$ cat src/rtl/wdt_pkg.sv
// Shared constants for the key-protected watchdog: key codes and register
// offsets. Assumes a 32-bit data bus and byte offsets on a 4-bit address.
package wdt_pkg;
    localparam logic [31:0] KEY_OPEN  = 32'h0000_5555;
    localparam logic [31:0] KEY_START = 32'h0000_CCCC;
    localparam logic [31:0] KEY_FEED  = 32'h0000_AAAA;

    localparam logic [3:0] OFS_KEY  = 4'h0;
    localparam logic [3:0] OFS_DIV  = 4'h4;
    localparam logic [3:0] OFS_LOAD = 4'h8;
    localparam logic [3:0] OFS_STAT = 4'hC;
endpackage

$ cat src/rtl/wdt_apply_sync.sv
// Holds the value the counting logic uses and moves a freshly written bus
// value into it after SYNC_TICKS low-speed ticks. It raises a pending flag
// in the meantime. A new write restarts the wait. Assumes new_val is stable
// while pending is set, except in the cycle of a new load.
module wdt_apply_sync #(
    parameter int           W          = 12,
    parameter int           SYNC_TICKS = 3,
    parameter logic [W-1:0] RESET_VAL  = '0
) (
    input  logic         clk,
    input  logic         rst_n,
    input  logic         tick_en,
    input  logic         load,
    input  logic [W-1:0] new_val,
    output logic         pending,
    output logic [W-1:0] applied
);
    localparam int CW = $clog2(SYNC_TICKS + 1);
    localparam logic [CW-1:0] LAST = CW'(SYNC_TICKS - 1);

    logic [CW-1:0] wait_cnt;

    // Count low-speed ticks while pending, then apply the value and clear the flag.
    always_ff @(posedge clk) begin
        if (!rst_n) begin
            pending  <= 1'b0;
            wait_cnt <= '0;
            applied  <= RESET_VAL;
        end else if (load) begin
            pending  <= 1'b1;
            wait_cnt <= '0;
        end else if (pending && tick_en) begin
            if (wait_cnt == LAST) begin
                applied <= new_val;
                pending <= 1'b0;
            end else begin
                wait_cnt <= wait_cnt + 1'b1;
            end
        end
    end
endmodule

$ cat src/rtl/wdt_key_regs.sv
// Decodes key writes and holds the lockable divider and reload registers.
// Each register feeds an apply stage that delays the value until it reaches
// the counting logic. Only an exact match of all 32 data bits counts as a key.
module wdt_key_regs #(
    parameter int CODE_W     = 3,
    parameter int CNT_W      = 12,
    parameter int SYNC_TICKS = 3
) (
    input  logic              clk,
    input  logic              rst_n,
    input  logic              tick_en,
    input  logic              bus_sel,
    input  logic              bus_wr,
    input  logic [3:0]        bus_addr,
    input  logic [31:0]       bus_wdata,
    output logic              unlocked,
    output logic [CODE_W-1:0] div_q,
    output logic [CNT_W-1:0]  load_q,
    output logic [1:0]        stat,
    output logic [CODE_W-1:0] div_applied,
    output logic [CNT_W-1:0]  load_applied,
    output logic              start_pulse,
    output logic              feed_pulse
);
    import wdt_pkg::*;

    logic wr_key, wr_div, wr_load;

    // Write strobes per register; the protected ones are gated by the lock.
    always_comb begin
        wr_key      = bus_sel && bus_wr && (bus_addr == OFS_KEY);
        wr_div      = bus_sel && bus_wr && (bus_addr == OFS_DIV)  && unlocked;
        wr_load     = bus_sel && bus_wr && (bus_addr == OFS_LOAD) && unlocked;
        start_pulse = wr_key && (bus_wdata == KEY_START);
        feed_pulse  = wr_key && (bus_wdata == KEY_FEED);
    end

    // Lock state: any key write sets it open only for the unlock value.
    always_ff @(posedge clk) begin
        if (!rst_n)      unlocked <= 1'b0;
        else if (wr_key) unlocked <= (bus_wdata == KEY_OPEN);
    end

    // Bus-side copies of the protected registers.
    always_ff @(posedge clk) begin
        if (!rst_n) begin
            div_q  <= '0;
            load_q <= '1;
        end else begin
            if (wr_div)  div_q  <= bus_wdata[CODE_W-1:0];
            if (wr_load) load_q <= bus_wdata[CNT_W-1:0];
        end
    end

    wdt_apply_sync #(
        .W(CODE_W), .SYNC_TICKS(SYNC_TICKS), .RESET_VAL('0)
    ) u_div_sync (
        .clk(clk), .rst_n(rst_n), .tick_en(tick_en), .load(wr_div),
        .new_val(div_q), .pending(stat[0]), .applied(div_applied)
    );

    wdt_apply_sync #(
        .W(CNT_W), .SYNC_TICKS(SYNC_TICKS), .RESET_VAL('1)
    ) u_load_sync (
        .clk(clk), .rst_n(rst_n), .tick_en(tick_en), .load(wr_load),
        .new_val(load_q), .pending(stat[1]), .applied(load_applied)
    );
endmodule

$ cat src/rtl/wdt_prescaler.sv
// Divides low-speed ticks by 2^(code+2), capped at 2^DIV_W. It gives one
// step pulse per period while run is high, and restart clears the phase.
// Assumes DIV_W >= 2.
module wdt_prescaler #(
    parameter int CODE_W = 3,
    parameter int DIV_W  = 8
) (
    input  logic              clk,
    input  logic              rst_n,
    input  logic              run,
    input  logic              tick_en,
    input  logic              restart,
    input  logic [CODE_W-1:0] code,
    output logic              step
);
    logic [DIV_W-1:0] phase;
    logic [DIV_W-1:0] term;
    int               shift;

    // Terminal phase for the selected divisor, clamped at the widest one.
    always_comb begin
        shift = int'(code) + 2;
        if (shift > DIV_W) shift = DIV_W;
        term = DIV_W'((64'd1 << shift) - 64'd1);
        step = run && tick_en && (phase >= term);
    end

    // Phase counter over low-speed ticks.
    always_ff @(posedge clk) begin
        if (!rst_n)              phase <= '0;
        else if (restart)        phase <= '0;
        else if (run && tick_en) phase <= step ? '0 : phase + 1'b1;
    end
endmodule

$ cat src/rtl/wdt_down_counter.sv
// Down-counter for the timeout. It loads on a start or refresh, steps on each
// prescaler pulse, and at zero it raises a one-cycle request and reloads itself.
module wdt_down_counter #(
    parameter int CNT_W = 12
) (
    input  logic             clk,
    input  logic             rst_n,
    input  logic             step,
    input  logic             load,
    input  logic [CNT_W-1:0] reload_val,
    output logic             expire
);
    logic [CNT_W-1:0] cnt;

    // Count down; wrap to the reload value after reaching zero.
    always_ff @(posedge clk) begin
        if (!rst_n)    cnt <= '1;
        else if (load) cnt <= reload_val;
        else if (step) cnt <= (cnt == '0) ? reload_val : cnt - 1'b1;
    end

    // Registered request, one cycle per expiry.
    always_ff @(posedge clk) begin
        if (!rst_n) expire <= 1'b0;
        else        expire <= step && !load && (cnt == '0);
    end
endmodule

$ cat src/rtl/keyed_wdt.sv
// Top of the key-protected watchdog. It joins the key and register logic,
// the prescaler and the down-counter, and holds the run flag, which only
// reset clears. Register reads are combinational on the address.
module keyed_wdt #(
    parameter int CODE_W     = 3,
    parameter int DIV_W      = 8,
    parameter int CNT_W      = 12,
    parameter int SYNC_TICKS = 3
) (
    input  logic        clk,
    input  logic        rst_n,
    input  logic        tick_en,
    input  logic        bus_sel,
    input  logic        bus_wr,
    input  logic [3:0]  bus_addr,
    input  logic [31:0] bus_wdata,
    output logic [31:0] bus_rdata,
    output logic        rst_req
);
    import wdt_pkg::*;

    logic              unlocked;
    logic [CODE_W-1:0] div_q, div_applied;
    logic [CNT_W-1:0]  load_q, load_applied;
    logic [1:0]        stat;
    logic              start_pulse, feed_pulse, step, enabled;

    wdt_key_regs #(
        .CODE_W(CODE_W), .CNT_W(CNT_W), .SYNC_TICKS(SYNC_TICKS)
    ) u_regs (
        .clk(clk), .rst_n(rst_n), .tick_en(tick_en),
        .bus_sel(bus_sel), .bus_wr(bus_wr), .bus_addr(bus_addr),
        .bus_wdata(bus_wdata), .unlocked(unlocked),
        .div_q(div_q), .load_q(load_q), .stat(stat),
        .div_applied(div_applied), .load_applied(load_applied),
        .start_pulse(start_pulse), .feed_pulse(feed_pulse)
    );

    // Run flag: set by the start key, cleared only by reset.
    always_ff @(posedge clk) begin
        if (!rst_n)           enabled <= 1'b0;
        else if (start_pulse) enabled <= 1'b1;
    end

    wdt_prescaler #(.CODE_W(CODE_W), .DIV_W(DIV_W)) u_presc (
        .clk(clk), .rst_n(rst_n), .run(enabled), .tick_en(tick_en),
        .restart(start_pulse || feed_pulse), .code(div_applied), .step(step)
    );

    wdt_down_counter #(.CNT_W(CNT_W)) u_count (
        .clk(clk), .rst_n(rst_n), .step(step),
        .load(start_pulse || feed_pulse), .reload_val(load_applied),
        .expire(rst_req)
    );

    // Read mux over the bus-side register copies.
    always_comb begin
        bus_rdata = '0;
        if (bus_sel) begin
            case (bus_addr)
                OFS_DIV:  bus_rdata = 32'(div_q);
                OFS_LOAD: bus_rdata = 32'(load_q);
                OFS_STAT: bus_rdata = 32'(stat);
                default:  bus_rdata = '0;
            endcase
        end
    end
endmodule

$ cat config.mk
export PLATFORM = sky130hd
export DESIGN_NAME = keyed_wdt
export DESIGN_NICKNAME = d
export VERILOG_FILES = /design/src/rtl/wdt_pkg.sv /design/src/rtl/wdt_apply_sync.sv /design/src/rtl/wdt_key_regs.sv /design/src/rtl/wdt_prescaler.sv /design/src/rtl/wdt_down_counter.sv /design/src/rtl/keyed_wdt.sv
export SDC_FILE = /design/constraint.sdc
export NUM_CORES = 1
export LEC_CHECK = 0
export ABC_AREA = 1
export ABC_CLOCK_PERIOD_IN_PS = 3350
export BUFFER_PORTS_ARGS = -buffer_cell sky130_fd_sc_hd__buf_2
export CAP_MARGIN = 20
export CORE_MARGIN = 2
export CORE_UTILIZATION = 40
export CTS_BUF_LIST = sky130_fd_sc_hd__clkbuf_4
export DETAILED_ROUTE_END_ITERATION = 12
export SETUP_SLACK_MARGIN = 0.02
export SLEW_MARGIN = 20
export SYNTH_ARGS = -nofsm -noshare
export SYNTH_HDL_FRONTEND = slang
export SYNTH_SLANG_ARGS = --single-unit
$ cat constraint.sdc
create_clock -name clk -period 3.35 [get_ports clk]
set_input_delay 0.1675 -clock clk [delete_from_list [all_inputs] [get_ports clk]]
set_output_delay 0.1675 -clock clk [all_outputs]
set_load 0.005 [all_outputs]
* Yosys cells after proc, flatten, opt, wreduce, memory -nomap -nowiden
Cells that the tools add are included.
Cells by class: shift-type cells 1, $lt $le $gt $ge 2, reductions and logical operators 32, multiplexer cells 13, bitwise gates (word level) 5, equal/unequal tests 8, $add $sub $neg 6
Operators by type and width (number):
- equality test 32 x 16 -> 1 bit (second input constant) | 2
- two-way mux 12 bit | 4
- one-hot mux 12 bit (3 select lines) | 1
- equality test 32 x 15 -> 1 bit (second input constant) | 1
- > comparator 32 x 5 -> 1 bit (second input constant) | 1
- two-way mux 32 bit | 1
- left shift 1 x 32 -> 8 bit (first input constant) | 1
- logical AND 1 bit | 14
- logical NOT 12 bit | 1
- subtractor 12 x 1 -> 12 bit (second input constant) | 1
- nonzero test 2 bit | 5
- adder 8 x 1 -> 8 bit (second input constant) | 1
- equality test 4 bit (second input constant) | 2
- >= comparator 8 bit | 1
- two-way mux 8 bit | 1
- AND reduction 2 bit | 4
- subtractor 8 x 1 -> 8 bit (second input constant) | 1
- two-way mux 1 bit | 6
- AND reduction 3 bit | 2
- OR reduction 2 bit | 3
- NOT 1 bit | 5
- adder 2 x 1 -> 2 bit (second input constant) | 2
- adder 3 x 2 -> 4 bit (second input constant) | 1
- equality test 2 bit (second input constant) | 2
- other kinds (4) | 4
Word-level totals: word-level logic and storage cells 80, flip-flop bits (word level) 59, output and inout port bits 33

* Longest topological paths before layout
depth after elaboration 9, gate-level depth with buffers 22

* By module
Synthesis repeated with hierarchy kept, for this count alone.
Second synthesis, totals: cell total of the unflattened synthesis 594, area, all modules 3881.2 µm²
Modules (own cells, without submodules):
- wdt_down_counter | cells each 154, instances 1, area each 917.1 µm²
- wdt_key_regs | cells each 136, instances 1, area each 900.9 µm²
- wdt_prescaler | cells each 121, instances 1, area each 785.8 µm²
- wdt_apply_sync (u_regs.u_load_sync) | cells each 75, instances 1, area each 616.8 µm²
- keyed_wdt | cells each 65, instances 1, area each 382.9 µm²
- wdt_apply_sync (u_regs.u_div_sync) | cells each 43, instances 1, area each 277.8 µm²

* Least setup slack after synthesis
No wires, ideal clock.
kind register to register, from register u_regs.u_div_sync.applied[1], to register u_count.cnt[7], setup slack 0.661 ns, buffers on the path 1, library setup time 0.058 ns, data required time 3.292 ns, arrival 2.632 ns, clock period less this slack 2.689 ns, stages on the path, launching flop included 19, path through dfxtp_1 -> inv_1 -> ha_1 -> nor2_1 -> nand3_1 -> ha_1 -> nand2_1 -> xnor2_1 -> ha_1 -> nand2_1 -> nor2_1 -> nor3_1 -> nand2_1 -> nand2_1 -> buf_2 -> nand3_1 -> nand2_1 -> inv_1 -> nand2_1
Between the ends: longest elaborated chain between the ends 8
Ends and longest elaborated chain:
- start: declaration | RTL line wdt_apply_sync.sv:16 | output logic [W-1:0] applied
- start signal: assignment | RTL line wdt_apply_sync.sv:34 | applied <= new_val;
- adder 3 x 2 -> 4 bit (*) | RTL line wdt_prescaler.sv:22 | shift = int'(code) + 2;
- > comparator 32 x 5 -> 1 bit | RTL line wdt_prescaler.sv:23 | if (shift > DIV_W) shift = DIV_W;
- two-way mux 32 bit (*) | RTL line wdt_prescaler.sv:23
- left shift 1 x 32 -> 8 bit (*) | RTL line wdt_prescaler.sv:24 | term = DIV_W'((64'd1 << shift) - 64'd1);
- subtractor 8 x 1 -> 8 bit (*) | RTL line wdt_prescaler.sv:24
- >= comparator 8 bit (*) | RTL line wdt_prescaler.sv:25 | step = run && tick_en && (phase >= term);
- logical AND 1 bit (*) | RTL line wdt_prescaler.sv:25
- nonzero test 2 bit (no source line) (*)
- end signal: assignment | RTL line wdt_down_counter.sv:18 | else if (load) cnt <= reload_val;
- end signal: assignment | RTL line wdt_down_counter.sv:19 | else if (step) cnt <= (cnt == '0) ? reload_val : cnt - 1'b1;
- end: declaration | RTL line wdt_down_counter.sv:13 | logic [CNT_W-1:0] cnt;
Mark *: on every way between the ends. The rest lies on a longest branch, timed or not. A chain may end at the register's enable or synchronous reset.

* Worst setup path after layout
from register u_regs.u_div_sync.applied[1], to register u_presc.phase[5]
Between the ends: longest elaborated chain between the ends 8
Ends and longest elaborated chain:
- adder 3 x 2 -> 4 bit (*) | RTL line wdt_prescaler.sv:22
- > comparator 32 x 5 -> 1 bit | RTL line wdt_prescaler.sv:23
- two-way mux 32 bit (*) | RTL line wdt_prescaler.sv:23
- left shift 1 x 32 -> 8 bit (*) | RTL line wdt_prescaler.sv:24
- subtractor 8 x 1 -> 8 bit (*) | RTL line wdt_prescaler.sv:24
- >= comparator 8 bit (*) | RTL line wdt_prescaler.sv:25
- logical AND 1 bit (*) | RTL line wdt_prescaler.sv:25
- two-way mux 8 bit (*) | RTL line wdt_prescaler.sv:32 | else if (run && tick_en) phase <= step ? '0 : phase + 1'b1;
- end signal: assignment | RTL line wdt_prescaler.sv:32
- end: declaration | RTL line wdt_prescaler.sv:16 | logic [DIV_W-1:0] phase;
Marks and branches as above.

==> flow_metrics.env <==
export IMPL_yosysTopAreaCellShare_pct=29.0
export IMPL_min_period_over_period_pct=87.9
export IMPL_end_kind="flop"
export IMPL_drc=0
export IMPL_grt_overflow=0
export IMPL_cp_required_ns=3.69
export IMPL_p_per_area_mw_per_mm2=309
export IMPL_ys_warn_count=0
export IMPL_holdWs_ns=0.0888
export IMPL_grt_pass1_vias=3796
export IMPL_yosys_top_cells_count="nand2_1 (213), inv_1 (79), nor2_1 (75)"
export IMPL_grt_use_met3_pct=4.37
export IMPL_reg2regPathDepth=18
export IMPL_cp_max_fo=14
export IMPL_die_width_um=105
export IMPL_design_area_mm2=0.00454
export IMPL_antenna_cells=0
export IMPL_initial_core_util_pct=41.5
export IMPL_viasPerCell=4.76
export IMPL_hold_end="u_regs.load_q[9]"
export IMPL_synthTopCellsByArea="dfxtp_1 (29%), nand2_1 (20%), inv_1 (7.3%)"
export IMPL_rsz0062_at_grt="no"
export IMPL_muxShareOfSynthArea_pct=0
export IMPL_cts_buffers=9
export IMPL_core_region_area_mm2=0.00982
export IMPL_synth_compound_area_share_pct=8.12
export IMPL_dieArea_mm2=0.0110
export IMPL_clock_latency_ns=0.42
export IMPL_cts_max_level=3
export IMPL_r2r_start="u_regs.u_div_sync.applied[1]"
export IMPL_yosys_cell_types_count=38
export IMPL_hold_buffers=0
export IMPL_hpwl_um=7680
export IMPL_rr_endpoint="u_presc.phase[5]"
export IMPL_wl_per_cell_um=11.6
export IMPL_firstDrtPassIters=5
export IMPL_fp_dieH_um=105
export IMPL_drt_wl_total_um=9640
export IMPL_drv_slew=0
export IMPL_grt_max_degree=48
export IMPL_busiest_layer="met2"
export IMPL_finalNetCount=754
export IMPL_dpl_cell_area_mm2=0.00436
export IMPL_drive_above_1_share_pct=13.9
export IMPL_met1_usage_pct=24.0
export IMPL_io_pins=74
export IMPL_syn_avg_cell_area_um2=6.32
export IMPL_async_reset_ff_share_pct=0
export IMPL_rows=36
export IMPL_path_clk_slew_ns=0.12
export IMPL_synth_top_family_by_area="simple AND/OR/NAND/NOR gates"
export IMPL_cts_root_buf="clkbuf_4"
export IMPL_synth_ff_type="dfxtp_1"
export IMPL_utilization_pct=46.2
export IMPL_grt_use_met2_pct=30.5
export IMPL_synth_xor_area_share_pct=2.37
export IMPL_synth_seq_cells=59
export IMPL_area_growth_pct=11.5
export IMPL_tns_ns=0
export IMPL_seq_area_frac_synth_pct=29.0
export IMPL_synth_largest_area_cell="dfxtp_1"
export IMPL_syn_cell_area_mm2=0.00407
export IMPL_antenna_found_initial=0
export IMPL_grt_usage_pct=18.7
export IMPL_synth_simple_area_share_pct=41.4
export IMPL_hold_class="input pin to flop"
export IMPL_peakVddDrop_v=0.000148
export IMPL_setup_violations_final=0
export IMPL_worst_clock_skew_ns=0.0183
export IMPL_max_slew_margin_pct=41.8
export IMPL_start_kind="flop"
export IMPL_status="completed"
export IMPL_cts_resized=0
export IMPL_drt_iter0_drc=134
export IMPL_clockBufferDepth=2
export IMPL_antenna_left=0
export IMPL_worst_slew_pin_slew_ns=0.873
export IMPL_synth_edf_count=0
export IMPL_portBuffers=53
export IMPL_fmax_mhz=339
export IMPL_rrSetupSlack_ns=0.40
export IMPL_grt_first_pass_wirelength_um=17000
export IMPL_cts_tree="built"
export IMPL_vias=3964
export IMPL_gp_congestion=0.887
export IMPL_p_leak_nw=2.47
export IMPL_hold_viol_final=0
export IMPL_cp_data_arrival_time_ns=3.28
export IMPL_postCtsSetupBuffers=0
export IMPL_crit_type="flop to flop"
export IMPL_finalCriticalPeriod_ns=2.95
export IMPL_syn_inst=644
export IMPL_cap_violations=0
export IMPL_synth_fa_ha_area_share_pct=5.84
export IMPL_hp_start="bus_wdata[9]"
export IMPL_cts_num_sinks=59
export IMPL_synth_most_common_cell="nand2_1"
export IMPL_holdPathStages=3
## power breakdown
group | switching, mW | leakage [nW] | internal [mW]
Clock | 0.294 | 0.0827 | 0.307
Sequential | 0.00000000000653 | 0.477 | 0.701
Combinational | 0.0654 | 1.91 | 0.0328
Total | 0.359 | 2.47 | 1.04
## cell usage in the layout, fill, tap and decap left out, drive strengths merged, types with 15 or more instances in the layout
master / instances
o211ai: 17
conb: 20
o21ai: 15
nand3: 56
inv: 85
nand2: 219
nor2: 80
ha: 19
buf: 54
dfxtp: 59
## worst max-delay path, stage by stage, from the launching register on
cell     delay, ns
dfxtp_2       0.41
ha_1          0.22
inv_1         0.10
nor2_1        0.11
nand2_1       0.06
a21oi_1       0.18
nor2_1        0.09
nand2_1       0.10
ha_1          0.18
nand2_1       0.07
xnor2_1       0.13
ha_1          0.29
nand2_1       0.08
nor2_1        0.05
nor3_1        0.15
nand2_1       0.12
nand2_4       0.16
nand3_2       0.17
nor3_1        0.18
## worst max-delay path by stage
stage	start	end	slack, ns	cells after the start
floorplan	u_regs.u_div_sync.applied[1]	u_count.cnt[7]	0.66	18
CTS	u_regs.u_div_sync.applied[1]	u_presc.phase[5]	0.08	18
detailed placement	u_regs.u_div_sync.applied[1]	u_presc.phase[5]	0.14	18
finish	u_regs.u_div_sync.applied[1]	u_presc.phase[5]	0.40	18
global route	u_regs.u_div_sync.applied[1]	u_count.cnt[7]	0.07	21
global placement	u_regs.u_div_sync.applied[1]	u_presc.phase[5]	0.34	15
## routing by layer
layer,up-vias,routed length (um)
met5,-,0
met4,0,164
met3,16,493
met2,119,4270
met1,1734,4720
li1,2095,-
## per-stage QoR
step / instances / power, mW / setup WS (ns)
after floorplan: 663 / 0.787 / 0.661
after global placement: 816 / 0.813 / 0.340
after detailed placement: 816 / 0.815 / 0.140
after CTS: 832 / 1.41 / 0.0762
after global routing: 832 / 1.47 / 0.0657
final: 832 / 1.40 / 0.404
## cell families (layout without fill, tap and decap cells)
logic type / Yosys count / in the layout
and+or+nand+nor: 384 / 384
buffers and inverters: 118 / 154
DFF: 59 / 59
AOI/OAI and AO/OA: 52 / 52
adders and majority gates: 19 / 19
xor gates and xnor gates: 11 / 11
other: 1 / 20
## sequential cells by signal, summed over array words and instances, names as in the netlist, 2 cells and up
signal                       cells
u_regs.div_q                     3
u_regs.load_q                   12
u_regs.u_load_sync.applied      12
u_presc.phase                    8
u_regs.u_load_sync.wait_cnt      2
u_count.cnt                     12
u_regs.u_div_sync.wait_cnt       2
u_regs.u_div_sync.applied        3
## area by class of cell
cell class | count | area [um2]
Multi-Input combinational cell | 486 | 2430
Inverter | 84 | 315
Timing Repair Buffer | 54 | 273
Clock buffer | 9 | 67.6
Tap cell | 133 | 166
Sequential cell | 59 | 1180
Clock inverter | 7 | 101
Fill cell | 1075 | 5280
Power figures use the tool's default switching activity.
